--- src/rtl/amad_pkg.sv ---
package amad_pkg;

    function automatic int wmax(input int x, input int y);
        return (x > y) ? x : y;
    endfunction

    function automatic int sum_w(input int bw, input int cw);
        return wmax(bw, cw) + 1;
    endfunction

    function automatic int prod_w(input int bw, input int cw, input int dw);
        return sum_w(bw, cw) + dw;
    endfunction

    function automatic int res_w(input int aw, input int bw, input int cw, input int dw);
        return wmax(aw, prod_w(bw, cw, dw)) + 1;
    endfunction

endpackage

--- src/rtl/amad_dly.sv ---
module amad_dly #(
    parameter int W = 8,
    parameter int N = 1
) (
    input  logic                clk,
    input  logic signed [W-1:0] d_i,
    output logic signed [W-1:0] d_o
);
    logic signed [W-1:0] tap [N+1];

    assign tap[0] = d_i;

    for (genvar g = 0; g < N; g++) begin : g_tap
        always_ff @(posedge clk) begin
            tap[g+1] <= tap[g];
        end
    end

    assign d_o = tap[N];
endmodule

--- src/rtl/amad_vpipe.sv ---
module amad_vpipe #(
    parameter int N = 3
) (
    input  logic         clk,
    input  logic         rst,
    input  logic         v_i,
    output logic [N-1:0] v_o
);
    for (genvar g = 0; g < N; g++) begin : g_vs
        always_ff @(posedge clk) begin
            if (rst) begin
                v_o[g] <= 1'b0;
            end else begin
                if (g == 0) v_o[g] <= v_i;
                else        v_o[g] <= v_o[(g == 0) ? 0 : g-1];
            end
        end
    end
endmodule

--- src/rtl/amad_sum.sv ---
module amad_sum #(
    parameter int BW = 8,
    parameter int CW = 8,
    parameter int SW = 9
) (
    input  logic                 clk,
    input  logic signed [BW-1:0] b_i,
    input  logic signed [CW-1:0] c_i,
    output logic signed [SW-1:0] s_o
);
    logic signed [SW-1:0] b_x, c_x;

    assign b_x = SW'(b_i);
    assign c_x = SW'(c_i);

    always_ff @(posedge clk) begin
        s_o <= b_x + c_x;
    end
endmodule

--- src/rtl/amad_mul.sv ---
module amad_mul #(
    parameter int SW = 9,
    parameter int DW = 8,
    parameter int PW = 17
) (
    input  logic                 clk,
    input  logic signed [SW-1:0] s_i,
    input  logic signed [DW-1:0] d_i,
    output logic signed [PW-1:0] p_o
);
    logic signed [PW-1:0] s_x, d_x, prod;

    assign s_x  = PW'(s_i);
    assign d_x  = PW'(d_i);
    assign prod = s_x * d_x;

    always_ff @(posedge clk) begin
        p_o <= prod;
    end
endmodule

--- src/rtl/amad_fin.sv ---
module amad_fin #(
    parameter int AW = 8,
    parameter int PW = 17,
    parameter int RW = 18
) (
    input  logic                 clk,
    input  logic signed [AW-1:0] a_i,
    input  logic signed [PW-1:0] p_i,
    output logic signed [RW-1:0] f_o
);
    logic signed [RW-1:0] a_x, p_x;

    assign a_x = RW'(a_i);
    assign p_x = RW'(p_i);

    always_ff @(posedge clk) begin
        f_o <= a_x + p_x;
    end
endmodule

--- src/rtl/amad_pipe.sv ---
module amad_pipe #(
    parameter int A_W = 16,
    parameter int B_W = 16,
    parameter int C_W = 16,
    parameter int D_W = 16,
    localparam int SW = amad_pkg::sum_w(B_W, C_W),
    localparam int PW = amad_pkg::prod_w(B_W, C_W, D_W),
    localparam int RW = amad_pkg::res_w(A_W, B_W, C_W, D_W)
) (
    input  logic                  clk,
    input  logic                  rst,
    input  logic                  in_valid,
    input  logic signed [A_W-1:0] a_in,
    input  logic signed [B_W-1:0] b_in,
    input  logic signed [C_W-1:0] c_in,
    input  logic signed [D_W-1:0] d_in,
    output logic                  out_valid,
    output logic signed [RW-1:0]  f_out
);
    localparam int NSTG = 3;

    logic [NSTG-1:0]       vq;
    logic signed [SW-1:0]  s_q;
    logic signed [D_W-1:0] d_q;
    logic signed [A_W-1:0] a_q;
    logic signed [PW-1:0]  p_q;

    amad_vpipe #(.N(NSTG)) u_vp (
        .clk(clk), .rst(rst), .v_i(in_valid), .v_o(vq)
    );

    amad_dly #(.W(D_W), .N(1)) u_dd (
        .clk(clk), .d_i(d_in), .d_o(d_q)
    );

    amad_dly #(.W(A_W), .N(2)) u_ad (
        .clk(clk), .d_i(a_in), .d_o(a_q)
    );

    amad_sum #(.BW(B_W), .CW(C_W), .SW(SW)) u_s1 (
        .clk(clk), .b_i(b_in), .c_i(c_in), .s_o(s_q)
    );

    amad_mul #(.SW(SW), .DW(D_W), .PW(PW)) u_s2 (
        .clk(clk), .s_i(s_q), .d_i(d_q), .p_o(p_q)
    );

    amad_fin #(.AW(A_W), .PW(PW), .RW(RW)) u_s3 (
        .clk(clk), .a_i(a_q), .p_i(p_q), .f_o(f_out)
    );

    assign out_valid = vq[NSTG-1];
endmodule

--- config.mk ---
export PLATFORM = sky130hd
export DESIGN_NAME = amad_pipe
export DESIGN_NICKNAME = d
export VERILOG_FILES = /design/src/rtl/amad_pkg.sv /design/src/rtl/amad_dly.sv /design/src/rtl/amad_vpipe.sv /design/src/rtl/amad_sum.sv /design/src/rtl/amad_mul.sv /design/src/rtl/amad_fin.sv /design/src/rtl/amad_pipe.sv
export SDC_FILE = /design/constraint.sdc
export NUM_CORES = 1
export LEC_CHECK = 0
export BUFFER_PORTS_ARGS = -buffer_cell sky130_fd_sc_hd__buf_2
export CAP_MARGIN = 20
export CORE_MARGIN = 2
export CORE_UTILIZATION = 30
export DETAILED_ROUTE_END_ITERATION = 6
export GPL_ROUTABILITY_DRIVEN = 1
export MAX_ROUTING_LAYER = met4
export PLACE_DENSITY_LB_ADDON = 0.2
export SYNTH_ARGS = -nofsm -noshare
export SYNTH_HDL_FRONTEND = slang
export SYNTH_HIERARCHICAL = 1
export SYNTH_SLANG_ARGS = --single-unit
--- constraint.sdc ---
create_clock -name clk -period 15.1 [get_ports clk]
set_clock_uncertainty 0.2 [all_clocks]
set_input_delay 1.51 -clock clk [delete_from_list [all_inputs] [get_ports clk]]
set_output_delay 1.51 -clock clk [all_outputs]
set_load 0.01 [all_outputs]
* Word level (Yosys, flattened, before mapping)
Cells that the tools add are included.
** Operators by class
- Add/subtract/negate cells :: 2
- Multiply operators :: 1
** Operator list (count)
- $add 16x33->34 :: 1
- $mul 17x16->33 :: 1
- $add 16x16->17 :: 1
** Storage, ports and cells
- Flip-flop bits (word level) :: 135
- Bits of input ports :: 67
- Word-level logic and storage cells :: 12

* Logic depth before layout (Yosys ltp)
Gate-level depths: netlist of run 1.
- Depth after elaboration :: 1
- Mapped depth :: 23
- Depth with buffers taken out :: 21

* By module
Netlist of run 1, hierarchy kept.
** By module, submodules not included
- amad_mul :: times used 1, cells an instance 1196, area an instance 11100.6 sq um, sequential area each 660.6 sq um
- amad_fin :: times used 1, cells an instance 302, area an instance 2586.2 sq um, sequential area each 680.7 sq um
- amad_sum :: times used 1, cells an instance 140, area an instance 1198.6 sq um, sequential area each 340.3 sq um
- amad_dly at u_ad :: times used 1, cells an instance 48, area an instance 760.7 sq um, sequential area each 640.6 sq um
- amad_dly at u_dd :: times used 1, cells an instance 16, area an instance 320.3 sq um, sequential area each 320.3 sq um
- amad_vpipe :: times used 1, cells an instance 6, area an instance 78.8 sq um, sequential area each 60.1 sq um

* Worst setup path before layout of run 1
OpenSTA, ideal clock, no wires.
- Kind :: register -> register
- Start :: reg u_dd.tap (netlist bit u_dd/d_o[7])
- End :: reg u_s2.p_o[32]
- Library setup time :: 79 ps
- Arrival time :: 5895 ps
- Path slack :: 8926 ps
- Stages on the path, launching flop included :: 24
- Path buffers :: 2
- Clock period less this slack :: 6174 ps
- Path through :: dfxtp_1 > clkbuf_1 > clkbuf_1 > nand2_1 > fa_1 > inv_1 > fa_1 > inv_1 > fa_1 > inv_1 > fa_1 > fa_1 > inv_1 > fa_1 > inv_1 > ha_1 > and3_1 > nand3_2 > or3_1 > o21ai_2 > a221oi_2 > o21a_1 > or3_1 > o211ai_1
** Between the ends
- Longest elaborated chain between the ends :: 1
** RTL lines
- start, declared :: RTL line amad_dly.sv:9 : logic signed [W-1:0] tap [N+1];
- start signal, assigned by index :: RTL line amad_dly.sv:15 : tap[g+1] <= tap[g];
- $mul 17x16->33 :: RTL line amad_mul.sv:15 : assign prod = s_x * d_x;
- via u_s2.prod[32] :: RTL line amad_mul.sv:11 : logic signed [PW-1:0] s_x, d_x, prod;
- end signal, assigned :: RTL line amad_mul.sv:18 : p_o <= prod;
- end, declared :: RTL line amad_mul.sv:9 : output logic signed [PW-1:0] p_o
The timed path passes the listed nets, and every way through them passes these cells.
A chain may end at the register's enable or synchronous reset.

* Worst setup path after layout of run 1
Same ends and word-level chain as after synthesis.

==> results.rst, run 1 <==
.. list-table::
   :header-rows: 1

   * - Metric
     - Value
   * - Status
     - complete, no violations
   * - Count leader, synth
     - inv_1
   * - Source-to-sink clock delay at the later pin of the worst-skew pair
     - 470 ps
   * - Layout overhead on the synthesized area
     - 10.2%
   * - Buffers from clock root to sink, at most
     - 2
   * - Cell total after placement
     - 2431
   * - Critical path buffer and inverter count
     - 5
   * - Number of inserted filler cells in the final layout
     - 5541
   * - Fmax
     - 144 MHz
   * - First-pass detailed-route iteration total
     - 5
   * - Fin crit share
     - 45.9%
   * - Crit path arrival time
     - 7050 ps
   * - Post-synth top area share
     - 34.7%
   * - Number of H-tree levels
     - 4
   * - Post-CTS Hold Fix Bufs
     - 0
   * - Global router's overall resource usage
     - 15.4%
   * - Mapped Avg Cell Area
     - 9.39 sq um
   * - Port Buffers
     - 101
   * - Time the worst path needs with I/O delays and setup
     - 6930 ps
   * - Post-synth EDFFs
     - 0
   * - Worst setup path startpoint
     - u_dd/d_o[7]
   * - Synth Flop Type
     - dfxtp_1
   * - Post-layout nets
     - 2240
   * - Setup TNS
     - 0 ps
   * - Number of cells produced by synthesis
     - 1708
   * - Drt first-iter violations
     - 568
   * - Number of nets produced by synthesis
     - 2186
   * - Critical path endpoint category
     - flip-flop
   * - Number of distinct library cells after synthesis
     - 81
   * - Cells along the critical path
     - nand2_1 > fa_1 > inv_1 > fa_1 > fa_1 > inv_1 > fa_1 > inv_1 > fa_1 > inv_1 > fa_1 > inv_1 > ha_1 > nand2_1 > nand2_1 > a21o_2 > and3_2 > a2111oi_0 > o211ai_1
   * - Clock-pin slew reported for the worst setup and hold paths after clock tree synthesis
     - 60 ps
   * - CTS Buf Count
     - 17
   * - Total routed wirelength
     - 39400 um
   * - Dpl hpwl
     - 32400 um
   * - Tightest Hold Check Type
     - reg2reg
   * - Logic depth of the worst path, buffers included
     - 19
   * - Antenna viol nets, final
     - 0
   * - First-pass GRT wire length
     - 65200 um
   * - Die Y
     - 235 um
   * - Top Family by Delay on Critical Path
     - adder cells
   * - Fraction of layout cells with a size suffix above 1
     - 9.41%
   * - Clock sink total
     - 135
   * - Ranking of synthesized cells by area
     - fa_1 (35%), dfxtp_1 (17%), ha_1 (10%), inv_1 (7.9%), and2_1 (5.0%)
   * - CP Launch Type
     - flip-flop
   * - RSZ-0062 raised after global routing
     - no
   * - Setup violations, final
     - 0
   * - Per-cell routed wire length
     - 16.0 um
   * - X dimension of the die
     - 235 um
   * - Setup repair bufs after CTS
     - 0
   * - Total global routing overflow
     - 0
   * - Clock tree from TritonCTS
     - yes
   * - Average vias per placed instance
     - 4.63
   * - Post-Synthesis Cell Area
     - 16000 sq um
   * - Final Slew Violations
     - 0
   * - Slew HR
     - 46.3%
   * - Filler-free cell count of the finished design
     - 2463
   * - Sequential fraction of the synthesis area
     - 16.8%
   * - PostCTS Resize Cnt
     - 0
   * - Classification of the worst setup path
     - reg2reg
   * - Number of register bits inferred by synthesis
     - 135
   * - Max-cap violations
     - 0
   * - Worst endpoint required time
     - 15220 ps
   * - Number of remaining DRC errors
     - 0
   * - Vias in the first global route
     - 12420
   * - Starting utilization of the core area
     - 30.4%
   * - Synth async-reset ratio
     - 0%
   * - Termination of the worst setup path
     - u_s2/p_o[32]
   * - Ports placed on the boundary
     - 102
   * - Area of the die
     - 55300 sq um
   * - End of the worst register-to-register path
     - u_s2/p_o[32]
   * - Initial antenna violation count
     - 1
   * - Clk root buf
     - clkbuf_16
   * - Library cell with the largest summed area after synthesis
     - fa_1
   * - Most prevalent standard cell on the critical path
     - fa_1
   * - Number of warnings issued by yosys
     - 6
   * - Final Hold Violating Endpoints
     - 0
   * - Area inside the core boundary
     - 52800 sq um
   * - Peak fanout along the critical path
     - 17
   * - Crit path max-delay cell type
     - dfxtp_1
   * - Longest individual stage delay on the worst path
     - 840 ps
   * - Routed vias
     - 11398
   * - Maximum number of pins on one net before global-route repair
     - 19
   * - Routability-driven placement congestion ratio
     - 0.837
   * - Register-to-register setup slack
     - 8170 ps
   * - Most instantiated cells after synthesis
     - inv_1 (338), fa_1 (278), nand2_1 (172), dfxtp_1 (135), ha_1 (133)
   * - R2R depth
     - 19
   * - Source of the worst register-to-register timing path
     - u_dd/d_o[7]
   * - Pin slew with the least headroom to its limit
     - 805 ps
   * - Cell row count
     - 84
==> worst min-delay path by stage <==
stage / from / to / slack (ps) / depth (start not counted)
3_5_place_dp: u_ad/tap[16] / u_ad/d_o[0] / 110 / 0
6_report: u_ad/tap[27] / u_ad/d_o[11] / 130 / 0
4_1_cts: u_ad/tap[22] / u_ad/d_o[6] / 130 / 0
5_1_grt: u_ad/tap[27] / u_ad/d_o[11] / 130 / 0
3_3_place_gp: u_ad/tap[17] / u_ad/d_o[1] / 110 / 0
2_1_floorplan: u_ad/tap[16] / u_ad/d_o[0] / 110 / 0
==> layout make-up <==
cell class | count | area, sq um | area share (%)
multi-input combinational | 1168 | 11800 | 66.5
sequential | 135 | 2700 | 15.3
antenna | 1 | 2.50 | 0.0141
tap | 688 | 861 | 4.87
clock inverter | 10 | 123 | 0.693
timing repair buffer | 102 | 513 | 2.90
clock buffer | 21 | 460 | 2.60
inverter | 338 | 1270 | 7.17
==> flip-flops by register name, summed over array words and instances, names as in the netlist <==
register / flops
u_s3/f_o: 34
u_ad/tap: 16
u_s1/s_o: 17
u_vp/v_o: 3
u_s2/p_o: 33
u_ad/d_o: 16
u_dd/d_o: 16
==> per-stage QoR <==
stage               hold WS, ps  cell area, sq um  util (%)  setup slack, ps
global route                129             17700      33.5             7850
CTS                         128             17700      33.5             8190
floorplan                   110             16000         -             8930
finish                      125             17700      33.5             8170
detailed placement          112             17100      32.4             8200
global placement            110             17100      32.4             8230
==> logic make-up (layout without fill, tap and decap cells) <==
kind of cell / Yosys count / in the layout / synth area share [%]
AND/OR/NAND/NOR: 462 / 462 / 14.6
adder cells (fa/ha/maj): 411 / 411 / 45.1
buffers and inverters: 405 / 471 / 9.87
flip-flops: 135 / 135 / 16.8
AO/OA/AOI/OAI: 221 / 221 / 9.59
XOR/XNOR: 72 / 72 / 3.93
multiplexers: 2 / 2 / 0.125
other: 0 / 1 / 0
==> placed cells by master, fill, tap and decap left out, drive strengths merged, types with 4 or more instances in the layout <==
master,instances
nor2b,12
nand3b,5
fa,278
a21o,22
and2,129
inv,339
ha,133
clkbuf,21
nor3,16
o211ai,7
nand3,25
clkinv,4
a2111oi,8
a31oi,11
or3,7
xor2,22
xnor2,50
nand2,173
o21bai,8
a21oi,76
buf,102
and3,8
nor2,48
nand4,12
a211oi,5
nand2b,12
o21a,11
dfxtp,135
o21ai,36
==> metal layers <==
layer | global-route usage (%) | wire (um) | part of all wire, % | vias to the layer above
met5 | - | 0 | 0 | -
met3 | 2.70 | 1730 | 4.4 | 48
met2 | 24.5 | 18200 | 46 | 270
li1 | - | - | - | 5423
met1 | 20.0 | 18700 | 48 | 5657
met4 | 5.10 | 786 | 2.0 | 0
==> worst register-to-register path, cell delays in order, from the launching register on <==
cell       delay [ps]
dfxtp_1           840
nand2_1           320
fa_1              660
inv_1             130
fa_1              560
fa_1              530
inv_1              60
fa_1              520
inv_1              50
fa_1              530
inv_1              60
fa_1              580
inv_1              60
ha_1              440
nand2_1           120
nand2_1            60
a21o_2            220
and3_2            200
a2111oi_0         450
o211ai_1          180
Power of run 1 is not shown: default switching activity piles up to over one toggle a cycle in this logic, so the estimate is an artifact.
==> run 2, diff against run 1 <==
==> constraint.sdc (replaced) <==
create_clock -name clk -period 7 [get_ports clk]
set_clock_uncertainty 0.2 [all_clocks]
set_input_delay 0.7 -clock clk [delete_from_list [all_inputs] [get_ports clk]]
set_output_delay 0.7 -clock clk [all_outputs]
set_load 0.01 [all_outputs]
==> run 2 against run 1 <==
  * Cell area rose by 1.4%
  * Via count shrank 1.1%
  * Critical path depth is the same
  * Wire length rose by 0.41%
  * Count of clock-buffer cells in the layout down 2
  * Critical endpoint unchanged
==> results.rst, run 2 (same netlist as run 1, synthesis figures left out) <==
.. list-table::
   :header-rows: 1

   * - Metric
     - Value
   * - Pin slew with the least headroom to its limit
     - 816 ps
   * - Cell row count
     - 84
   * - Hold Worst Slack
     - 122 ps
   * - Longest individual stage delay on the worst path
     - 740 ps
   * - Most prevalent standard cell on the critical path
     - fa_1
   * - Area of the die
     - 55300 sq um
   * - Number of remaining DRC errors
     - 0
   * - Largest Register
     - u_s3/f_o
   * - Layout overhead on the synthesized area
     - 11.7%
   * - Clock-pin slew reported for the worst setup and hold paths after clock tree synthesis
     - 60 ps
   * - Clk root buf
     - clkbuf_16
   * - Ports placed on the boundary
     - 102
   * - Top Family by Delay on Critical Path
     - adder cells
   * - Final core utilization
     - 34.0%
   * - Total routed wirelength
     - 39600 um
   * - Dpl hpwl
     - 33200 um
   * - Routability-driven placement congestion ratio
     - 0.851
   * - Diode insertion count for antenna repair
     - 0
   * - X dimension of the die
     - 235 um
   * - Area inside the core boundary
     - 52800 sq um
   * - Most frequent cells in the layout
     - inv_1 (338), fa_1 (278), nand2_1 (172), ha_1 (133), dfxtp_1 (131)
   * - Starting utilization of the core area
     - 30.4%
   * - Flip-flop count of the largest register after layout
     - 34
   * - Setup violations, final
     - 0
   * - Fmax
     - 151 MHz
   * - Crit path arrival time
     - 6780 ps
   * - Time the worst path needs with I/O delays and setup
     - 6640 ps
   * - Setup repair bufs after CTS
     - 0
   * - Initial antenna violation count
     - 0
   * - Buffers from clock root to sink, at most
     - 2
   * - First-pass GRT wire length
     - 66700 um
   * - Clock tree from TritonCTS
     - yes
   * - Post-layout nets
     - 2265
   * - Setup TNS
     - 0 ps
   * - Cell total after placement
     - 2456
   * - Average vias per placed instance
     - 4.53
   * - Number of H-tree levels
     - 4
   * - Slew HR
     - 45.2%
   * - Fin crit share
     - 94.9%
   * - Per-cell routed wire length
     - 15.9 um
   * - Source-to-sink clock delay at the later pin of the worst-skew pair
     - 470 ps
   * - Crit path max-delay cell type
     - fa_1
   * - Port Buffers
     - 101
   * - Fraction of layout cells with a size suffix above 1
     - 11.0%
   * - Clock sink total
     - 135
   * - Antenna viol nets, final
     - 0
   * - Worst endpoint required time
     - 7140 ps
   * - RSZ-0062 raised after global routing
     - no
   * - Routed vias
     - 11278
   * - Max-cap violations
     - 0
   * - Status
     - complete, no violations
   * - Die Y
     - 235 um
   * - Total global routing overflow
     - 0
   * - PostCTS Resize Cnt
     - 1
   * - Final Hold Violating Endpoints
     - 0
   * - Vias in the first global route
     - 12512
   * - Post-CTS Hold Fix Bufs
     - 0
   * - Critical path buffer and inverter count
     - 5
   * - Maximum number of pins on one net before global-route repair
     - 19
   * - Filler-free cell count of the finished design
     - 2488
   * - Critical path endpoint category
     - flip-flop
   * - Leading registers by flop count
     - u_s3/f_o: 34 flops, u_s2/p_o: 33 flops, u_s1/s_o: 17 flops
   * - CTS Buf Count
     - 17
   * - CP Launch Type
     - flip-flop
   * - Peak fanout along the critical path
     - 11
   * - Drt first-iter violations
     - 645
   * - Classification of the worst setup path
     - reg2reg
   * - Cells along the critical path
     - nand2_1 > inv_1 > fa_1 > fa_1 > fa_1 > inv_1 > fa_1 > inv_1 > fa_1 > inv_1 > fa_1 > inv_1 > ha_1 > nand2_1 > nand2_1 > a21o_2 > and3_2 > a2111oi_2 > o211ai_1
   * - Final Slew Violations
     - 0
   * - Tightest Hold Check Type
     - in2reg
   * - Global router's overall resource usage
     - 15.8%
   * - Most common library cell in the layout ignoring fill and taps
     - inv_1
   * - First-pass detailed-route iteration total
     - 5
[run 2: changes by cell type in the layout (fill, tap and decap cells not counted), moves of 2 or more]
cell / change
buf_4: +25
bufinv_16: +2
clkbuf_8: -2
clkinvlp_4: -2
dfxtp_1: -4
dfxtp_2: +4
inv_6: +2
[run 2: per-stage QoR]
step	setup slack, ps	instance area (sq um)
6_report	359	17900
5_1_grt	55.9	17900
3_3_place_gp	75.8	17300
3_5_place_dp	-79.3	17300
2_1_floorplan	826	16000
4_1_cts	20.9	17900
[run 2: worst paths after layout]
| kind | slack (ps) | from | to | cells past startpoint |
|---|---|---|---|---|
| worst max-delay path | 360 | u_dd/d_o[1] | u_s2/p_o[32] | 19 |
| worst min-delay path | 120 | d_in[3] | u_dd/d_o[3] | 1 |
| worst max register to register | 360 | u_dd/d_o[1] | u_s2/p_o[32] | 19 |
| worst min register to register | 130 | u_ad/tap[17] | u_ad/d_o[1] | 0 |
[run 2: area by class of cell]
cell class | instances | area (sq um)
fill | 5550 | 34800
clock buffer | 19 | 433
tap | 688 | 861
clock inverter | 13 | 194
inverter | 338 | 1270
multi-input combinational | 1168 | 11800
timing repair buffer | 127 | 701
sequential | 135 | 2710
[run 2: layer usage]
layer	vias up	GRT usage [%]	routed length, um
met1	5581	20.8	19400
li1	5478	-	-
met3	42	2.71	1270
met5	-	-	0
met2	177	24.7	18100
met4	0	5.13	797
Power of run 2 is left out for the same reason.
